File: config.mk
export PLATFORM = sky130hd
export DESIGN_NAME = ackx_expander
export DESIGN_NICKNAME = d
export VERILOG_FILES = /design/src/rtl/ackx_pkg.sv /design/src/rtl/ackx_timer.sv /design/src/rtl/ackx_seq.sv /design/src/rtl/ackx_vec_latch.sv /design/src/rtl/ackx_expander.sv
export SDC_FILE = /design/constraint.sdc
export NUM_CORES = 1
export LEC_CHECK = 0
export ABC_AREA = 1
export CORE_UTILIZATION = 37
export CTS_BUF_LIST = sky130_fd_sc_hd__clkbuf_4 sky130_fd_sc_hd__clkbuf_8
export CTS_CLUSTER_DIAMETER = 80
export DETAILED_ROUTE_END_ITERATION = 8
export MAX_ROUTING_LAYER = met4
export PLACE_DENSITY_LB_ADDON = 0.3
export SLEW_MARGIN = 20
export SYNTH_ARGS = -nofsm -noshare
export SYNTH_HDL_FRONTEND = slang
export SYNTH_SLANG_ARGS = --single-unit
File: constraint.sdc
create_clock -name clk -period 2.2 [get_ports clk]
set_clock_uncertainty 0.15 [all_clocks]
set_input_delay 0.44 -clock clk [delete_from_list [all_inputs] [get_ports clk]]
set_output_delay 0.44 -clock clk [all_outputs]
set_load 0.005 [all_outputs]
File: src/rtl/ackx_pkg.sv
package ackx_pkg;

    typedef enum logic [2:0] {
        PH_IDLE  = 3'd0,
        PH_ACK1  = 3'd1,
        PH_SPACE = 3'd2,
        PH_ACK2  = 3'd3,
        PH_DONE  = 3'd4
    } ack_phase_e;

    typedef struct packed {
        logic ack;
        logic busy;
        logic done;
        logic cap;
    } seq_ctl_t;

    function automatic int unsigned phase_len(ack_phase_e ph, int unsigned pw, int unsigned gw);
        case (ph)
            PH_ACK1, PH_ACK2: return pw;
            PH_SPACE:         return gw;
            default:          return 1;
        endcase
    endfunction

    function automatic ack_phase_e phase_next(ack_phase_e ph, logic req, logic last);
        case (ph)
            PH_IDLE:  return req  ? PH_ACK1  : PH_IDLE;
            PH_ACK1:  return last ? PH_SPACE : PH_ACK1;
            PH_SPACE: return last ? PH_ACK2  : PH_SPACE;
            PH_ACK2:  return last ? PH_DONE  : PH_ACK2;
            default:  return PH_IDLE;
        endcase
    endfunction

endpackage

File: src/rtl/ackx_timer.sv
module ackx_timer #(
    parameter int CW = 2
) (
    input  logic          clk,
    input  logic          rst,
    input  logic          load,
    input  logic [CW-1:0] load_val,
    output logic          last
);
    logic [CW-1:0] cnt_q;

    always_ff @(posedge clk) begin
        if (rst) begin
            cnt_q <= '0;
        end else if (load) begin
            cnt_q <= load_val;
        end else if (cnt_q != '0) begin
            cnt_q <= cnt_q - 1'b1;
        end
    end

    assign last = (cnt_q == '0);
endmodule

File: src/rtl/ackx_seq.sv
module ackx_seq
    import ackx_pkg::*;
#(
    parameter int PULSE_W = 2,
    parameter int GAP     = 1,
    parameter int CW      = 2
) (
    input  logic          clk,
    input  logic          rst,
    input  logic          req,
    input  logic          last,
    output logic          load,
    output logic [CW-1:0] load_val,
    output logic          casc,
    output seq_ctl_t      ctl
);
    ack_phase_e phase_q, phase_d;
    logic       casc_q;

    always_comb begin
        phase_d  = phase_next(phase_q, req, last);
        load     = (phase_d != phase_q);
        load_val = CW'(phase_len(phase_d, PULSE_W, GAP) - 1);
    end

    always_ff @(posedge clk) begin
        if (rst) begin
            phase_q <= PH_IDLE;
            casc_q  <= 1'b0;
        end else begin
            phase_q <= phase_d;
            casc_q  <= (phase_q == PH_ACK1) && last;
        end
    end

    always_comb begin
        ctl.ack  = (phase_q == PH_ACK1) || (phase_q == PH_ACK2);
        ctl.busy = (phase_q == PH_ACK1) || (phase_q == PH_SPACE) || (phase_q == PH_ACK2);
        ctl.done = (phase_q == PH_DONE);
        ctl.cap  = (phase_q == PH_ACK2) && last;
    end

    assign casc = casc_q;
endmodule

File: src/rtl/ackx_vec_latch.sv
module ackx_vec_latch #(
    parameter int VEC_W = 8
) (
    input  logic             clk,
    input  logic             rst,
    input  logic             cap,
    input  logic [VEC_W-1:0] din,
    output logic [VEC_W-1:0] dout
);
    logic [VEC_W-1:0] vec_q;

    always_ff @(posedge clk) begin
        if (rst) begin
            vec_q <= '0;
        end else if (cap) begin
            vec_q <= din;
        end
    end

    assign dout = vec_q;
endmodule

File: src/rtl/ackx_expander.sv
module ackx_expander
    import ackx_pkg::*;
#(
    parameter int PULSE_W = 2,
    parameter int GAP     = 1,
    parameter int VEC_W   = 8
) (
    input  logic             clk,
    input  logic             rst,
    input  logic             req_i,
    input  logic [VEC_W-1:0] ctl_vec_i,
    output logic             ctl_ack_o,
    output logic             casc_stb_o,
    output logic             wait_o,
    output logic             done_o,
    output logic [VEC_W-1:0] vec_o
);
    localparam int SPAN = (PULSE_W > GAP) ? PULSE_W : GAP;
    localparam int CW   = $clog2(SPAN + 1);

    logic          load;
    logic [CW-1:0] load_val;
    logic          last;
    logic          casc;
    seq_ctl_t      ctl;

    ackx_timer #(.CW(CW)) u_timer (
        .clk      (clk),
        .rst      (rst),
        .load     (load),
        .load_val (load_val),
        .last     (last)
    );

    ackx_seq #(.PULSE_W(PULSE_W), .GAP(GAP), .CW(CW)) u_seq (
        .clk      (clk),
        .rst      (rst),
        .req      (req_i),
        .last     (last),
        .load     (load),
        .load_val (load_val),
        .casc     (casc),
        .ctl      (ctl)
    );

    ackx_vec_latch #(.VEC_W(VEC_W)) u_latch (
        .clk  (clk),
        .rst  (rst),
        .cap  (ctl.cap),
        .din  (ctl_vec_i),
        .dout (vec_o)
    );

    assign ctl_ack_o  = ctl.ack;
    assign casc_stb_o = casc;
    assign wait_o     = ctl.busy;
    assign done_o     = ctl.done;
endmodule

==> flow_summary_export.csv <==
group,metric,value,unit
global_route,antenna_found_initial,0,
logic_synthesis,yosys.area.top_type_share,50.6,%
power,power_frac_comb,18.0,%
layout,syn_to_final_growth,49.7,%
critical_path,worstSetupPathType,"flop to primary output",
sta,tns,0,ns
clock_tree,cts_made_buffers,3,
clock_tree,cts_resized,0,
clock_tree,clock-root-buffer,"clkbuf_4",
hold_path,hp-class,"flop to flop",
power,p_seq_share,49.7,%
sta,worstMarginPinSlew,0.238,ns
power,leakagePower,0.349,nW
detailed_routing,wl_per_cell,9.81,µm
logic_synthesis,synth.top_cells.by_count,"nor2_1 (20), dfxtp_1 (14), nand2_1 (8), o21ai_0 (8), inv_1 (6)",
critical_path,worstPathRequired,1.61,ns
critical_path,crit_arrival,1.46,ns
sta,clock.fmax,0.487,GHz
detailed_routing,avgViaCountPerCell,4.65,
placed_design,port_buffers,22,
sta,rsz0062_at_grt,"no",
power,clkPwrFrac,32.3,%
clock_tree,clock_latency,0.27,ns
logic_synthesis,synth.ff_latch_count,14,
floorplanning,io_pins,23,
job,maxCapViolCount,0,
layout,seqCellArea,280,µm²
floorplanning,die_height,40.7,µm
sta,drv_slew,0,
clock_tree,cts_buffer_depth,2,
sta,setup_viol,0,
sta,relSlewSlack,84.1,%
outcome,outcome,"finished, final reports clean",
clock_tree,postCtsSetupRepairBufs,0,
logic_synthesis,avgSynthCellArea,7.70,µm²
global_route,grt_max_degree,10,
logic_synthesis,seq_area_frac_synth,50.6,%
logic_synthesis,async_flop_share,0,%
floorplanning,core-area,0.00135,mm²
critical_path,worst-path-buf-inv,2,
detailed_routing,ant_nets,0,
logic_synthesis,postSynthCellCount,72,
critical_path,r2r_cells,6,
placed_design,place_hpwl,864,µm
layout,drive_gt1_share,13.3,%
floorplanning,start_util,41.1,%
logic_synthesis,synth_edf_count,0,
critical_path,crit_family,"buffers and inverters",
floorplanning,core.rowCount,13,
power,fin_total_pwr,558,µW
logic_synthesis,synth_warnings,0,
critical_path,worst_path_max_delay_cell,"clkdlybuf4s50_1",
logic_synthesis,ys.flop_type,"dfxtp_1",
clock_tree,clkSlewWorstSetupHoldPaths,0.08,ns
layout,fin_nets,110,
floorplanning,dieArea,0.00166,mm²
global_route,grt_usage,14.9,%
floorplanning,die_x,40.7,µm
critical_path,worstPathMaxFanout,6,
clock_tree,cts_tree,"done",
power,netSwitchingPower,136,µW
hold_path,holdPathStages,2,
global_route,grt_overflow,0,
clock_tree,cts_hold_buf,0,
layout,n_fill_cell,136,
layout,multi_input_area,241,µm²
detailed_routing,dr.pass1.iters,4,
power,internal_power,422,µW
logic_synthesis,yosysUniqueCellTypes,16,
sta,hold_viol,0,
power,power_density,673,mW/mm²
placed_design,place_congestion,0.666,
sta,post-route-period-util,93.4,%
logic_synthesis,syn_area,554,µm²
layout,num_antenna_cells,0,
critical_path,cp-start-kind,"flop",
detailed_routing,drt_iter0_drc,8,
power,switching_share,24.3,%
critical_path,cp_slowest_stage_delay,0.51,ns
critical_path,crit_path_end_kind,"primary output",
logic_synthesis,synth_fp_nets,83,
power,peakVddDrop,0.000492,V
detailed_routing,vias,525,
critical_path,crit_path_cell_trace,"inv_1, a21oi_1, clkdlybuf4s50_1",
clock_tree,cts_num_sinks,14,
detailed_routing,drc_errors,0,
sta,min_period,2.05,ns
critical_path,crit_cells,3,
global_route,grt_pass1_wl,1500,µm
logic_synthesis,synthTopCellsByArea,"dfxtp_1 (51%), nor2_1 (14%), o21ai_0 (7.2%)",
detailed_routing,wl,1110,µm
global_route,first_global_vias,371,
clock_tree,htreeDepth,1,
logic_synthesis,synth_top_area_cell,"dfxtp_1",
logic_synthesis,synth_most_common_cell,"nor2_1",
-- through the flow --
stage | utilization, % | hold WS [ns] | setup WS (ns) | cell area [µm²] | instances
after floorplan | - | 0.290 | 0.996 | 554 | 72
after global placement | 58.8 | 0.303 | 0.503 | 793 | 109
after detailed placement | 58.8 | 0.316 | 0.454 | 793 | 109
after CTS | 61.4 | 0.328 | 0.133 | 830 | 113
after global routing | 61.4 | 0.349 | 0.0368 | 830 | 113
final | 61.4 | 0.322 | 0.146 | 830 | 113
-- power by group through the flow --
stage | Combinational [mW] | Sequential, mW | Clock [mW]
6_report | 0.101 | 0.277 | 0.180
5_1_grt | 0.113 | 0.280 | 0.199
4_1_cts | 0.102 | 0.277 | 0.190
3_5_place_dp | 0.102 | 0.283 | 0
3_3_place_gp | 0.100 | 0.283 | 0
2_1_floorplan | 0.0485 | 0.283 | 0
-- layer usage --
metal	routed length [µm]	up-vias	track usage, %
li1	-	283	-
met1	503	228	16.4
met2	536	14	22.2
met3	68	0	10.3
met4	0	0	2.50
met5	0	-	-
-- cell usage in the layout (no fill, tap or decap) --
cell | Yosys | layout
a21oi_2 | 1 | 1
inv_1 | 6 | 6
nand2_2 | 2 | 2
clkdlybuf4s50_1 | 0 | 22
clkbuf_8 | 0 | 1
nor2_1 | 20 | 20
dfxtp_1 | 14 | 14
nand4_1 | 1 | 1
o21ai_0 | 8 | 8
nand3_1 | 2 | 2
a21oi_1 | 3 | 3
nor2_2 | 1 | 1
inv_4 | 1 | 1
nor2_4 | 2 | 2
inv_2 | 1 | 1
nor3_1 | 1 | 1
nand3_2 | 1 | 1
clkbuf_4 | 0 | 3
nand2_1 | 8 | 8
-- kinds of logic after synthesis --
kind of cell    after synthesis  share of synthesized area, %
compound gates               12                          11.5
simple gates                 38                          32.1
flops                        14                          50.6
buf+inv                       8                          5.87
-- registers in the layout (all words and copies together), names as in the netlist --
name and flops:
u_seq.phase_q 3, u_seq.casc 1, u_timer.cnt_q 2, u_latch.dout 8
-- worst min-delay path: stages (launching register included) --
cell and delay, ns:
dfxtp_1 0.32, nand3_1 0.08, nor2_1 0.04
-- final cells by class --
class | count | area share, %
sequential | 14 | 33.8
multi-input combinational | 50 | 29.1
timing repair buffer | 22 | 26.5
clock buffer | 4 | 4.37
inverter | 8 | 3.92
tap | 15 | 2.26
-- worst paths after layout --
kind	from	slack, ns	to
hold reg to reg	u_timer.cnt_q[0]$_SDFFE_PP0P_	0.32	u_timer.cnt_q[1]$_SDFFE_PP0P_
setup reg to reg	u_timer.cnt_q[0]$_SDFFE_PP0P_	0.90	u_latch.dout[2]$_SDFFE_PP0P_
setup / recovery	u_seq.phase_q[1]$_SDFF_PP0_	0.15	wait_o
hold / removal	u_timer.cnt_q[0]$_SDFFE_PP0P_	0.32	u_timer.cnt_q[1]$_SDFFE_PP0P_
No activity file was read; power rests on OpenSTA's default activity.
